<file path="config.mk">
export PLATFORM = sky130hd
export DESIGN_NAME = dsc_ctrl
export DESIGN_NICKNAME = d
export VERILOG_FILES = /design/src/rtl/dsc_pkg.sv /design/src/rtl/dsc_tick_cnt.sv /design/src/rtl/dsc_seq.sv /design/src/rtl/dsc_result.sv /design/src/rtl/dsc_ctrl.sv
export SDC_FILE = /design/constraint.sdc
export NUM_CORES = 1
export LEC_CHECK = 0
export BUFFER_PORTS_ARGS = -buffer_cell sky130_fd_sc_hd__buf_4
export CELL_PAD_IN_SITES_DETAIL_PLACEMENT = 0
export CELL_PAD_IN_SITES_GLOBAL_PLACEMENT = 2
export CORE_MARGIN = 2
export CORE_UTILIZATION = 32
export DETAILED_ROUTE_END_ITERATION = 10
export PLACE_DENSITY = 0.74
export SLEW_MARGIN = 20
export SYNTH_ARGS = -nofsm -noshare
export SYNTH_HDL_FRONTEND = slang
export SYNTH_SLANG_ARGS = --single-unit
export TNS_END_PERCENT = 100
</file>
<file path="constraint.sdc">
create_clock -name clk -period 0.8 [get_ports clk]
set_input_delay 0.16 -clock clk [delete_from_list [all_inputs] [get_ports clk]]
set_output_delay 0.16 -clock clk [all_outputs]
set_load 0.05 [all_outputs]
</file>
<file path="src/rtl/dsc_pkg.sv">
package dsc_pkg;
  typedef enum logic [1:0] {
    PH_IDLE  = 2'd0,
    PH_CLEAR = 2'd1,
    PH_INTEG = 2'd2,
    PH_DEINT = 2'd3
  } phase_t;
endpackage

</file>
<file path="src/rtl/dsc_tick_cnt.sv">
module dsc_tick_cnt #(
  parameter int TW = 9
) (
  input  logic          clk,
  input  logic          rst_n,
  input  logic          clr_i,
  input  logic          en_i,
  output logic [TW-1:0] cnt_o
);
  logic [TW-1:0] cnt_q, cnt_d;

  always_comb begin
    cnt_d = cnt_q;
    if (clr_i)     cnt_d = '0;
    else if (en_i) cnt_d = cnt_q + 1'b1;
  end

  always_ff @(posedge clk or negedge rst_n) begin
    if (!rst_n) cnt_q <= '0;
    else        cnt_q <= cnt_d;
  end

  assign cnt_o = cnt_q;
endmodule

</file>
<file path="src/rtl/dsc_seq.sv">
module dsc_seq
  import dsc_pkg::*;
#(
  parameter int TW        = 9,
  parameter int CNT_W     = 8,
  parameter int CLR_TICKS = 2,
  parameter int INT_TICKS = 64
) (
  input  logic          clk,
  input  logic          rst_n,
  input  logic          start_i,
  input  logic          cmp_zero_i,
  input  logic [TW-1:0] cnt_i,
  output phase_t        phase_o,
  output logic          cnt_clr_o,
  output logic          cnt_en_o,
  output logic          cap_o,
  output logic          ovr_o
);
  localparam logic [TW-1:0] CLR_LAST = TW'(CLR_TICKS - 1);
  localparam logic [TW-1:0] INT_LAST = TW'(INT_TICKS - 1);
  localparam logic [TW-1:0] FULL     = TW'(1) << CNT_W;

  phase_t phase_q, phase_d;

  always_comb begin
    phase_d   = phase_q;
    cnt_clr_o = 1'b0;
    cnt_en_o  = 1'b0;
    cap_o     = 1'b0;
    ovr_o     = 1'b0;
    unique case (phase_q)
      PH_IDLE: begin
        if (start_i) begin
          phase_d   = PH_CLEAR;
          cnt_clr_o = 1'b1;
        end
      end
      PH_CLEAR: begin
        if (cnt_i == CLR_LAST) begin
          phase_d   = PH_INTEG;
          cnt_clr_o = 1'b1;
        end else begin
          cnt_en_o = 1'b1;
        end
      end
      PH_INTEG: begin
        if (cnt_i == INT_LAST) begin
          phase_d   = PH_DEINT;
          cnt_clr_o = 1'b1;
        end else begin
          cnt_en_o = 1'b1;
        end
      end
      PH_DEINT: begin
        if (cnt_i == FULL) begin
          phase_d = PH_IDLE;
          cap_o   = 1'b1;
          ovr_o   = 1'b1;
        end else if (cmp_zero_i) begin
          phase_d = PH_IDLE;
          cap_o   = 1'b1;
        end else begin
          cnt_en_o = 1'b1;
        end
      end
      default: phase_d = PH_IDLE;
    endcase
  end

  always_ff @(posedge clk or negedge rst_n) begin
    if (!rst_n) phase_q <= PH_IDLE;
    else        phase_q <= phase_d;
  end

  assign phase_o = phase_q;

  AST_CLR_LEADS_INTEG: assert property (@(posedge clk) disable iff (!rst_n)
    $rose(phase_q == PH_INTEG) |-> $past(phase_q == PH_CLEAR));
  AST_INTEG_HOLDS: assert property (@(posedge clk) disable iff (!rst_n)
    (phase_q == PH_INTEG && cnt_i != INT_LAST) |=> (phase_q == PH_INTEG));
  AST_DEINT_FROM_ZERO: assert property (@(posedge clk) disable iff (!rst_n)
    $rose(phase_q == PH_DEINT) |-> (cnt_i == '0));
  AST_DEINT_BOUND: assert property (@(posedge clk) disable iff (!rst_n)
    (phase_q == PH_DEINT) |-> (cnt_i <= FULL));
  AST_START_IGNORED: assert property (@(posedge clk) disable iff (!rst_n)
    (phase_q == PH_DEINT && start_i) |=> (phase_q != PH_CLEAR));
endmodule

</file>
<file path="src/rtl/dsc_result.sv">
module dsc_result #(
  parameter int CNT_W = 8
) (
  input  logic             clk,
  input  logic             rst_n,
  input  logic             cap_i,
  input  logic             ovr_i,
  input  logic [CNT_W-1:0] cnt_i,
  output logic [CNT_W-1:0] result_o,
  output logic             ovr_o,
  output logic             done_o
);
  logic [CNT_W-1:0] res_q, res_d;
  logic             ovr_q, ovr_d;
  logic             done_q;

  always_comb begin
    res_d = res_q;
    ovr_d = ovr_q;
    if (cap_i) begin
      res_d = ovr_i ? '1 : cnt_i;
      ovr_d = ovr_i;
    end
  end

  always_ff @(posedge clk or negedge rst_n) begin
    if (!rst_n) begin
      res_q  <= '0;
      ovr_q  <= 1'b0;
      done_q <= 1'b0;
    end else begin
      res_q  <= res_d;
      ovr_q  <= ovr_d;
      done_q <= cap_i;
    end
  end

  assign result_o = res_q;
  assign ovr_o    = ovr_q;
  assign done_o   = done_q;

  AST_DONE_SINGLE: assert property (@(posedge clk) disable iff (!rst_n)
    done_q |=> !done_q);
  AST_RESULT_HOLD: assert property (@(posedge clk) disable iff (!rst_n)
    !cap_i |=> ($stable(res_q) && $stable(ovr_q)));
  AST_OVR_SATURATES: assert property (@(posedge clk) disable iff (!rst_n)
    ovr_q |-> (&res_q));
endmodule

</file>
<file path="src/rtl/dsc_ctrl.sv">
module dsc_ctrl
  import dsc_pkg::*;
#(
  parameter int CNT_W     = 8,
  parameter int CLR_TICKS = 2,
  parameter int INT_TICKS = 64
) (
  input  logic             clk,
  input  logic             rst_n,
  input  logic             start_i,
  input  logic             cmp_zero_i,
  output logic             sw_in_o,
  output logic             sw_ref_o,
  output logic             int_clr_o,
  output logic             done_o,
  output logic [CNT_W-1:0] result_o,
  output logic             ovr_o
);
  localparam int IW = $clog2(INT_TICKS + 1);
  localparam int TW = (IW > CNT_W + 1) ? IW : CNT_W + 1;

  logic          rst_meta, rst_sync;
  logic [TW-1:0] cnt;
  logic          cnt_clr, cnt_en, cap, ovr_hit;
  phase_t        phase;

  always_ff @(posedge clk or negedge rst_n) begin
    if (!rst_n) begin
      rst_meta <= 1'b0;
      rst_sync <= 1'b0;
    end else begin
      rst_meta <= 1'b1;
      rst_sync <= rst_meta;
    end
  end

  dsc_tick_cnt #(.TW(TW)) u_cnt (
    .clk   (clk),
    .rst_n (rst_sync),
    .clr_i (cnt_clr),
    .en_i  (cnt_en),
    .cnt_o (cnt)
  );

  dsc_seq #(
    .TW        (TW),
    .CNT_W     (CNT_W),
    .CLR_TICKS (CLR_TICKS),
    .INT_TICKS (INT_TICKS)
  ) u_seq (
    .clk        (clk),
    .rst_n      (rst_sync),
    .start_i    (start_i),
    .cmp_zero_i (cmp_zero_i),
    .cnt_i      (cnt),
    .phase_o    (phase),
    .cnt_clr_o  (cnt_clr),
    .cnt_en_o   (cnt_en),
    .cap_o      (cap),
    .ovr_o      (ovr_hit)
  );

  dsc_result #(.CNT_W(CNT_W)) u_res (
    .clk      (clk),
    .rst_n    (rst_sync),
    .cap_i    (cap),
    .ovr_i    (ovr_hit),
    .cnt_i    (cnt[CNT_W-1:0]),
    .result_o (result_o),
    .ovr_o    (ovr_o),
    .done_o   (done_o)
  );

  assign int_clr_o = (phase == PH_CLEAR);
  assign sw_in_o   = (phase == PH_INTEG);
  assign sw_ref_o  = (phase == PH_DEINT);

  AST_SWITCH_EXCL: assert property (@(posedge clk) disable iff (!rst_sync)
    !(sw_in_o && sw_ref_o) && !(int_clr_o && (sw_in_o || sw_ref_o)));
  AST_DONE_ENDS_RUNDOWN: assert property (@(posedge clk) disable iff (!rst_sync)
    done_o |-> ($past(sw_ref_o) && !sw_ref_o));
endmodule

</file>
* After elaboration in Yosys (flattened, before gate mapping)
Cells that the tools add are included.
Word-level totals: register bits 23, memory bits (writable) 0, memory bits (read-only) 0, bits in latches 0, memories 0
Operators by class: bitwise logic cells 0, multipliers 0, equal/unequal tests 10, divide/modulo/power cells 0, $add $sub $neg 1, muxes and demuxes 23, order comparisons 0, shift operators 0, reductions and logical operators 3
Operators by type and width (count):
- two-way mux 9 bit | 2
- two-way mux 1 bit | 12
- two-way mux 2 bit | 5
- adder 9 x 1 -> 9 bit (second input constant) | 1
- equality test 9 x 1 -> 1 bit (second input constant) | 1
- equality test 9 x 6 -> 1 bit (second input constant) | 1
- equality test 9 bit (second input constant) | 1
- two-way mux 8 bit | 1
- one-hot mux 2 bit (4 select lines) | 1
- one-hot mux 1 bit (3 select lines) | 2
- equality test 2 bit (second input constant) | 2
- != test 2 x 1 -> 1 bit (second input constant) | 2
- AND reduction 4 bit | 1
- != test 3 x 2 -> 1 bit (second input constant) | 1
- equality test 2 x 1 -> 1 bit (second input constant) | 1
- zero test 2 bit | 1
- != test 2 bit (second input constant) | 1
- nonzero test 2 bit | 1

* Logic depth before layout (Yosys ltp)
Gate-level depths: netlist of run 1.
depth after elaboration 5, mapped depth 8, mapped depth without buffers 7

* Modules after synthesis
A second synthesis of run 1 with hierarchy kept.
Unflattened totals: cells, all modules 120, area, all modules 1263.7 um2
By module, submodules not included:
- dsc_tick_cnt | cells an instance 43, area each 459.2 um2, instances 1
- dsc_result | cells an instance 38, area each 414.1 um2, instances 1
- dsc_seq | cells an instance 33, area each 314.1 um2, instances 1
- dsc_ctrl | cells an instance 6, area each 76.3 um2, instances 1

* Least setup slack after synthesis of run 1
Ideal clock, no wire load.
path type register to register, start point register u_seq.phase_q[0] (netlist: u_seq.phase_o[0]), end point register u_cnt.cnt_q[3] (netlist: u_cnt.cnt_o[3]), buffers on the path 0, setup slack -1.400 ns, cell stages (with the launch flop) 8, arrival 2.134 ns, setup time 0.066 ns, path through dfrtp_1 -> inv_1 -> ha_1 -> inv_1 -> a31o_2 -> a31o_2 -> or4_1 -> nand2_1
On the way: longest elaborated chain between the ends 3, elaborated cells on any way between the ends 8, classes of those cells eq/ne: 3; mux: 3; reduce/logical: 2
RTL lines:
- start, declared | line dsc_seq.sv:24 | phase_t phase_q, phase_d;
- start signal, assigned | line dsc_seq.sv:73 | else phase_q <= phase_d;
- equality test 2 bit (*)
- named net sw_in_o | line dsc_ctrl.sv:12 | output logic sw_in_o,
- one-hot mux 1 bit (3 select lines) | line dsc_seq.sv:32 | unique case (phase_q)
- two-way mux 9 bit or nonzero test 2 bit (tied branches)
- end signal, assigned | line dsc_tick_cnt.sv:20 | else cnt_q <= cnt_d;
- end, declared | line dsc_tick_cnt.sv:10 | logic [TW-1:0] cnt_q, cnt_d;
The timed path passes the listed nets; every way through them passes the cells marked *. A chain may end at the register's enable or synchronous reset.

* Worst setup path in the final report of run 1
start point register u_cnt.cnt_q[3] (netlist: u_cnt.cnt_o[3]), end point register u_res.res_q[3] (netlist: u_res.result_o[3])
On the way: longest elaborated chain between the ends 4, elaborated cells on any way between the ends 6, classes of those cells eq/ne: 1; mux: 5
RTL lines:
- equality test 9 bit | line dsc_seq.sv:56 | if (cnt_i == FULL) begin
- two-way mux 1 bit | line dsc_seq.sv:56
- two-way mux 1 bit | line dsc_seq.sv:32
- two-way mux 8 bit | line dsc_result.sv:21 | res_d = ovr_i ? '1 : cnt_i;
- end signal, assigned | line dsc_result.sv:32 | res_q <= res_d;
- end, declared | line dsc_result.sv:13 | logic [CNT_W-1:0] res_q, res_d;
Parallel ways exist; a longest one is shown, timed or not.

==> results of run 1 <==
==> power by group through the flow <==
stage / Combinational [W] / Sequential [W] / Clock [W]
after floorplan: 0.000000419 / 0.00121 / 0
after global placement: 0.0000562 / 0.00119 / 0
after detailed placement: 0.0000572 / 0.00119 / 0
after CTS: 0.0000678 / 0.00117 / 0.000779
after global routing: 0.0000716 / 0.00117 / 0.000839
final: 0.0000652 / 0.00117 / 0.000753
==> cell usage in the layout (no fill, tap or decap), types with 2 or more instances in the layout <==
master / count
inv_1: 8
inv_2: 3
buf_12: 3
buf_4: 52
nand2_1: 14
nand4_1: 6
nor2_1: 14
ha_1: 2
a31oi_4: 2
nand3_1: 2
o21ai_2: 2
or3_4: 2
dfrtp_2: 3
a311oi_1: 2
buf_8: 2
buf_6: 19
o21ai_1: 9
a31o_4: 4
nor4_4: 2
or4_4: 2
ha_4: 4
o21ai_4: 2
clkbuf_8: 3
xnor2_1: 3
dfrtp_1: 20
a21oi_2: 2
ha_2: 2
==> timing repair <==
| action | in CTS | in global routing |
|---|---|---|
| endpoints found under the hold margin | 2 | 0 |
| hold buffers | 1 | 0 |
| pin swaps | 3 | 14 |
| buffers inserted | 7 | 14 |
| cloned | 2 | 0 |
| gates resized for setup | 26 | 29 |
| setup endpoints to repair | 34 | 34 |
==> layer usage <==
| metal | vias to the layer above | part of all wire [%] | track usage (%) |
|---|---|---|---|
| li1 | 614 | - | - |
| met1 | 614 | 46 | 24.58 |
| met2 | 31 | 49 | 29.13 |
| met3 | 5 | 4.5 | 3.547 |
| met4 | 0 | 0.82 | 4.082 |
| met5 | - | 0 | 0 |
==> final cells by class <==
class	instances	area [um2]
Fill cell	313	1453
Multi-Input combinational cell	92	832.0
Timing Repair Buffer	77	704.4
Sequential cell	23	579.3
Tap cell	48	60.06
Clock buffer	3	41.29
Inverter	11	41.29
Clock inverter	1	5.005
==> worst paths after layout <==
path | startpoint | end | slack [ns] | cells past startpoint
max | u_cnt.cnt_o[3]$_DFFE_PN0P_ | u_res.result_o[3]$_DFFE_PN0P_ | -1.16 | 8
min in group clk | cmp_zero_i | u_res.result_o[5]$_DFFE_PN0P_ | 0.35 | 5
min | rst_n | rst_sync$_DFF_PN0_ | 0.20 | 2
min reg2reg | rst_sync$_DFF_PN0_ | u_res.result_o[3]$_DFFE_PN0P_ | 0.20 | 1
max reg2reg | u_cnt.cnt_o[3]$_DFFE_PN0P_ | u_res.result_o[3]$_DFFE_PN0P_ | -1.16 | 8
max in group asynchronous | rst_sync$_DFF_PN0_ | u_seq.phase_o[1]$_DFFE_PN0P_ | 0.44 | 1
==> stage by stage <==
step                      cells  setup TNS [ns]  power, W  utilization (%)  hold WS (ns)
final                       255          -26.91  0.001988            60.91        0.1960
after global routing        255          -28.64  0.002081            60.91        0.1867
after CTS                   241          -26.56  0.002017            54.85        0.1911
after detailed placement    227          -23.67  0.001250            48.01      -0.05613
after global placement      227          -23.12  0.001249            48.01      -0.05841
after floorplan             127          -22.70  0.001206                -       -0.1356
==> kinds of logic after synthesis <==
family | after synthesis
xor gates and xnor gates | 3
muxes | 2
DFF | 23
other | 1
buffers and inverters | 14
and+or+nand+nor | 48
adders and majority gates | 8
AOI/OAI and AO/OA | 28
==> state kept, by name, summed over array words and instances (netlist names) <==
register        flops
u_cnt.cnt_o         9
u_res.result_o      8
u_seq.phase_o       2
rst_meta            1
rst_sync            1
u_res.done_o        1
u_res.ovr_o         1
==> worst reg2reg max path: stages (launching register included) <==
cell and delay [ns]:
dfrtp_1 0.40, or4_4 0.56, buf_4 0.16, buf_6 0.11
nor4_4 0.19, buf_4 0.21, o21ai_4 0.08, nand2_1 0.07
o21ai_1 0.06
==> results.yml, run 1 <==
run_status:
  outcome: "complete, but fails checks"
  failed_checks: "setup timing"
synthesis:
  yosysMostFrequentCell: "dfrtp_1"
  synth_top_area_share_pct: 45.59
  synth_top_family_by_area: "simple AND/OR/NAND/NOR gates"
  ys_types: 36
  yosysSeqAreaShare_pct: 45.59
  synthAdderAreaFrac_pct: 7.929
  synthArstFlopShare_pct: 100.0
  synthFlopType: "dfrtp_1"
  synth_common_cells: "dfrtp_1, nand2_1, nor2_1"
  synth.area.top_cells: "dfrtp_1, ha_1, nand2_1"
  synth_cells: 127
  avgSynthCellArea_um2: 9.941
  syn_area_um2: 1262
  synthXorXnorAreaFrac_pct: 2.081
  synth_edf_count: 0
  ys_warn_count: 0
  synth_mux_area_share_pct: 1.982
  yosys.area.top_type: "dfrtp_1"
  synth_seq_cells: 23
  synth_compound_area_share_pct: 18.14
  synth_fp_nets: 139
  synth_simple_gate_area_share_pct: 19.62
clocking:
  cts.sinks: 23
  clock_latency_ns: 0.27
  cts_tree: "built"
  ctsLongestPathBuffers: 2
  cts_buffers: 3
  clk_pin_slew_worst_paths_ns: 0.09
  htreeDepth: 1
  cts_root_buf: "clkbuf_8"
route:
  route.detailed.drc: 0
  via_per_inst: 4.957
  wl_per_cell_um: 14.89
  dr.pass1.iters: 4
  num_vias: 1264
  routed_wirelength_mm: 3.796
  drt_iter0_drc: 48
  final_antenna_net_count: 0
sta:
  finalSetupViolations: 34
  min_period_ns: 1.958
  rsz0062_at_grt: "true"
  timing.final.crit_share_pct: 244.8
  setup_ws_ns: -1.158
  drv_slew: 0
  fin_skew_ns: 0.002666
  hold_violations: 0
  max_freq_mhz: 510.7
finish:
  fin_area_um2: 2263
  n_antenna_cell: 0
  layout.nets: 220
  synthToLayoutAreaGrowth_pct: 79.29
  drive_above_1_share_pct: 56.52
floorplan:
  placementRows: 22
  initial_core_util_pct: 33.97
  die_area_um2: 4464
  dieHeight_um: 66.81
  pin_count: 17
  die_x_um: 66.81
  fp.coreArea_um2: 3716
critical_path:
  cp_max_fo: 5
  max_stage_delay_ns: 0.56
  critPathKind: "reg -> reg"
  crit_arrival_ns: 2.11
  required_ns: 0.95
  path_delay_family: "simple AND/OR/NAND/NOR gates"
  cp-start-kind: "flip-flop"
  path_common_cell: "buf_4"
  crit_chain: "or4_4 > buf_4 > buf_6 > nor4_4 > buf_4 > o21ai_4 > nand2_1 > o21ai_1"
  worst_setup_path_end_kind: "flip-flop"
  slowest_stage: "or4_4"
  crit_buf_inv: 3
place:
  place_area_um2: 1784
  port_buffers: 16
  dp_slack_ns: -1.317
  post-dp-hpwl_mm: 2.422
  globalplace.congestion: 0.8008
power:
  power.density_nw_per_um2: 878.1
  leakagePower_nw: 1.054
  p_seq_share_pct: 58.8
  pwr-share-comb_pct: 3.3
  p_switching_w: 0.0004435
  ir_worst_vdd_mv: 0.7702
  clkPwrFrac_pct: 37.9
  p_int_w: 0.001544
  swShare_pct: 22.31
global_route:
  grt_pass1_wl_mm: 5.968
  grt_overflow: 0
  grt_max_degree: 22
  first_global_vias: 1199
  grt_util_all_layers_pct: 17.96
  antenna_found_initial: 0
min_path:
  hp-class: "in -> async"
job:
  maxCapViolCount: 0
No activity file was read; power rests on OpenSTA's default activity.
==> run 2, diff against run 1 <==
Settings changed: REMOVE_ABC_BUFFERS set to 1.
==> results.yml, run 2 (same netlist as run 1, synthesis figures left out) <==
run_status:
  outcome: "complete, but fails checks"
  failed_checks: "setup timing"
clocking:
  cts_tree: "built"
  cts_root_buf: "clkbuf_8"
  ctsLongestPathBuffers: 2
  clk_pin_slew_worst_paths_ns: 0.08
  cts.sinks: 23
  cts_buffers: 3
  htreeDepth: 1
  clock_latency_ns: 0.27
sta:
  hold_violations: 0
  timing.final.crit_share_pct: 240.6
  fin_skew_ns: 0.003944
  max_freq_mhz: 519.6
  rsz0062_at_grt: "true"
  min_period_ns: 1.925
  finalSetupViolations: 34
  drv_slew: 0
  fin_hold_ws_ns: 0.2018
  setup_ws_ns: -1.125
power:
  power.density_nw_per_um2: 946.9
  swShare_pct: 20.59
  p_switching_w: 0.0004023
  pwr-share-comb_pct: 3.3
  ir_worst_vdd_mv: 0.6200
  p_int_w: 0.001551
  leakagePower_nw: 0.9632
  p_seq_share_pct: 59.8
  clkPwrFrac_pct: 36.8
route:
  dr.pass1.iters: 4
  final_antenna_net_count: 0
  route.detailed.drc: 0
  routed_wirelength_mm: 3.402
  wl_per_cell_um: 14.35
  drt_iter0_drc: 44
  via_per_inst: 4.966
  num_vias: 1177
finish:
  synthToLayoutAreaGrowth_pct: 63.43
  fin_area_um2: 2063
  largest_register_ffs: 9
  n_antenna_cell: 0
  layout.nets: 202
  mostFrequentLayoutCells: "buf_4, dfrtp_1, buf_6, nand2_1, nor2_1"
  layout_commonest_cell: "buf_4"
  drive_above_1_share_pct: 47.62
global_route:
  use_met1_pct: 21.73
  grt_max_degree: 22
  grt_overflow: 0
  top_usage_layer: "met2"
  first_global_vias: 1209
  met3_usage_pct: 2.196
  antenna_found_initial: 0
  grt.met2_usage_pct: 31.50
  grt_util_all_layers_pct: 17.99
  grt_pass1_wl_mm: 5.823
place:
  globalplace.congestion: 0.8200
  post-dp-hpwl_mm: 2.340
  port_buffers: 16
  place_area_um2: 1674
floorplan:
  die_area_um2: 4464
  dieHeight_um: 66.81
  initial_core_util_pct: 33.97
  fp.coreArea_um2: 3716
  die_x_um: 66.81
  pin_count: 17
  placementRows: 22
critical_path:
  cp-start-kind: "flip-flop"
  crit_arrival_ns: 2.08
  cp_max_fo: 5
  critPathKind: "reg -> reg"
  r2r_cells: 5
  worst_setup_path_end_kind: "flip-flop"
  required_ns: 0.96
job:
  maxCapViolCount: 0
min_path:
  hp-class: "reg -> async"
==> run 2: cell count changes in the layout (fill, tap and decap cells not counted), moves of 3 or more <==
cell	previous run	this run
buf_4	52	33
dfrtp_1	20	23
dfrtp_2	3	0
inv_2	3	0
==> run 2: area by class of cell <==
cell class                      count  area [um2]
Sequential cell                    23       575.6
Timing Repair Buffer               59       563.0
Fill cell                         349        1653
Inverter                           11       46.29
Tap cell                           48       60.06
Multi-Input combinational cell     92       773.2
Clock buffer                        4       45.04
==> run 2: layer usage <==
layer  share of wire, %  routed length [um]  vias to the layer above
met3                2.0                  68                        5
met2                 51                1748                       19
met5                  0                   0                        -
met1                 44                1513                      573
met4                2.1                  71                        0
li1                   -                   -                      580
==> run 2: worst max-delay path, cell delays in order, from the launching register on <==
cell       delay (ns)
dfrtp_1          0.38
or4_4            0.57
o41ai_4          0.24
buf_6            0.18
o2111ai_4        0.13
mux2_4           0.32
==> run 2: power by group through the flow <==
| stage | logic, W | clock network (W) | registers (W) |
|---|---|---|---|
| after floorplan | 0.000000419 | 0 | 0.00121 |
| after CTS | 0.0000674 | 0.000757 | 0.00117 |
| after global routing | 0.0000735 | 0.000795 | 0.00117 |
| after detailed placement | 0.0000566 | 0 | 0.00119 |
| final | 0.0000651 | 0.000719 | 0.00117 |
| after global placement | 0.0000552 | 0 | 0.00119 |
==> run 2: worst paths after layout <==
| kind | from | endpoint | slack, ns |
|---|---|---|---|
| max | u_cnt.cnt_o[3]$_DFFE_PN0P_ | u_seq.phase_o[1]$_DFFE_PN0P_ | -1.12 |
| min | rst_sync$_DFF_PN0_ | u_seq.phase_o[0]$_DFFE_PN0P_ | 0.20 |
| max reg2reg | u_cnt.cnt_o[3]$_DFFE_PN0P_ | u_seq.phase_o[1]$_DFFE_PN0P_ | -1.12 |
| min reg2reg | rst_sync$_DFF_PN0_ | u_seq.phase_o[0]$_DFFE_PN0P_ | 0.20 |
| max in group asynchronous | rst_sync$_DFF_PN0_ | u_res.result_o[7]$_DFFE_PN0P_ | 0.46 |
| min in group clk | cmp_zero_i | u_res.done_o$_DFF_PN0_ | 0.34 |
==> run 2: timing repair <==
action	in CTS	in global routing
pin swaps	16	3
hold buffers	1	0
gates cloned	3	0
gates resized for setup	51	6
hold endpoints to repair	2	0
setup endpoints to repair	34	34
setup buffers	7	4
==> run 2: through the flow <==
stage	TNS, ns	util, %	power (W)	std cells	setup WS [ns]
2_1_floorplan	-26.07	-	0.001206	124	-1.400
3_3_place_gp	-24.04	45.05	0.001247	219	-1.187
3_5_place_dp	-24.14	45.05	0.001249	219	-1.208
4_1_cts	-25.93	54.01	0.001993	233	-1.125
5_1_grt	-28.05	55.52	0.002038	237	-1.212
6_report	-25.64	55.52	0.001954	237	-1.125
==> run 3, diff against run 2 <==
Settings changed: MAX_ROUTING_LAYER set to met4.
==> results.yml, run 3 (same netlist as run 1, synthesis figures left out) <==
run_status:
  outcome: "complete, but fails checks"
  failed_checks: "setup timing"
place:
  port_buffers: 16
  globalplace.congestion: 0.8323
  post-dp-hpwl_mm: 2.340
  dp.cells: 219
  place_area_um2: 1674
global_route:
  grt_pass1_wl_mm: 5.816
  first_global_vias: 1209
  grt_overflow: 0
  grt_util_all_layers_pct: 18.50
  grt_max_degree: 22
  antenna_found_initial: 0
power:
  pwr-share-comb_pct: 3.4
  leakagePower_nw: 0.9632
  ir_worst_vdd_mv: 0.6256
  fin_total_pwr_w: 0.001953
  p_switching_w: 0.0004021
  p_seq_share_pct: 59.9
  swShare_pct: 20.59
  clkPwrFrac_pct: 36.8
  power.density_nw_per_um2: 946.7
  p_int_w: 0.001551
route:
  via_per_inst: 4.992
  wl_per_cell_um: 14.49
  route.detailed.drc: 0
  routed_wirelength_mm: 3.435
  dr.pass1.iters: 4
  num_vias: 1183
  final_antenna_net_count: 0
  drt_iter0_drc: 52
sta:
  fin_skew_ns: 0.002496
  finalSetupViolations: 34
  hold_violations: 0
  max_freq_mhz: 519.6
  setup_ws_ns: -1.125
  rsz0062_at_grt: "true"
  fin_hold_ws_ns: 0.2027
  drv_slew: 0
  timing.final.crit_share_pct: 240.6
  min_period_ns: 1.925
critical_path:
  crit_buf_inv: 1
  cp_max_fo: 5
  required_ns: 0.96
  cp-start-kind: "flip-flop"
  crit_arrival_ns: 2.08
  crit_chain: "or4_4 > o41ai_4 > buf_6 > o2111ai_4 > mux2_4"
  r2r_setup_slack_ns: -1.12
  r2r_cells: 5
  cp-endpoint: "u_seq.phase_o[1]$_DFFE_PN0P_"
  critPathKind: "reg -> reg"
  r2r_end: "u_seq.phase_o[1]$_DFFE_PN0P_"
  slowest_stage: "or4_4"
  path_delay_family: "simple AND/OR/NAND/NOR gates"
  worst_setup_path_end_kind: "flip-flop"
  worstSetupPathDepth: 5
  crit_start: "u_cnt.cnt_o[3]$_DFFE_PN0P_"
  r2r_start: "u_cnt.cnt_o[3]$_DFFE_PN0P_"
  max_stage_delay_ns: 0.57
floorplan:
  die_x_um: 66.81
  initial_core_util_pct: 33.97
  pin_count: 17
  dieHeight_um: 66.81
  placementRows: 22
  fp.coreArea_um2: 3716
  die_area_um2: 4464
clocking:
  cts_tree: "built"
  htreeDepth: 1
  clock_latency_ns: 0.27
  cts.sinks: 23
  cts_buffers: 3
  ctsLongestPathBuffers: 2
  clk_pin_slew_worst_paths_ns: 0.08
  cts_root_buf: "clkbuf_8"
finish:
  fin_util_pct: 55.52
  final_cells: 237
  n_antenna_cell: 0
  largest_register_ffs: 9
  layout_commonest_cell: "buf_4"
  fin_area_um2: 2063
  layout.nets: 202
  synthToLayoutAreaGrowth_pct: 63.43
  mostFrequentLayoutCells: "buf_4, dfrtp_1, buf_6, nand2_1, nor2_1"
  drive_above_1_share_pct: 47.62
min_path:
  hp-class: "reg -> async"
job:
  maxCapViolCount: 0
-- run 3: cell counts in the layout (fill, tap and decap cells not counted) --
No cell type changed its count.
-- run 3: worst min-delay path by stage --
stage / start / endpoint / cells past startpoint
3_5_place_dp: rst_n / rst_meta$_DFF_PN0_ / 1
6_report: rst_sync$_DFF_PN0_ / u_seq.phase_o[0]$_DFFE_PN0P_ / 1
5_1_grt: rst_n / rst_sync$_DFF_PN0_ / 2
2_1_floorplan: rst_n / rst_meta$_DFF_PN0_ / 0
3_3_place_gp: rst_n / rst_meta$_DFF_PN0_ / 1
4_1_cts: rst_n / rst_meta$_DFF_PN0_ / 2
-- run 3: cell type report --
class                           instances  area [um2]
Inverter                               11       46.29
Fill cell                             349        1653
Sequential cell                        23       575.6
Clock buffer                            4       45.04
Timing Repair Buffer                   59       563.0
Multi-Input combinational cell         92       773.2
Tap cell                               48       60.06
-- run 3: power groups by stage --
stage	registers [W]	clock network, W	logic [W]
floorplan	0.00121	0	0.000000419
global route	0.00117	0.000795	0.0000738
CTS	0.00117	0.000757	0.0000674
finish	0.00117	0.000719	0.0000655
detailed placement	0.00119	0	0.0000566
global placement	0.00119	0	0.0000552
-- run 3: timing repair --
action / 4_1_cts / 5_1_grt
buffers inserted: 7 / 4
cloned: 3 / 0
pin swaps: 16 / 3
endpoints found under the setup margin: 34 / 34
resized for setup: 51 / 6
hold buffers: 1 / 0
endpoints found under the hold margin: 2 / 0
-- run 3: worst reg2reg max path: stages, from the launching register on --
cell	delay, ns
dfrtp_1	0.38
or4_4	0.57
o41ai_4	0.24
buf_6	0.18
o2111ai_4	0.13
mux2_4	0.32
-- run 3: through the flow --
stage               worst slack [ns]  setup TNS [ns]
finish                        -1.125          -25.63
global route                  -1.212          -28.05
CTS                           -1.125          -25.93
detailed placement            -1.208          -24.14
global placement              -1.187          -24.04
floorplan                     -1.400          -26.07
-- run 3: routing by layer --
metal  global-route usage (%)  vias to the layer above  share of wire [%]
met5                        -                        -                  0
met1                    22.05                      579                 46
li1                         -                      580                  -
met3                    2.027                        4                1.6
met4                    8.418                        0                1.4
met2                    31.37                       20                 51
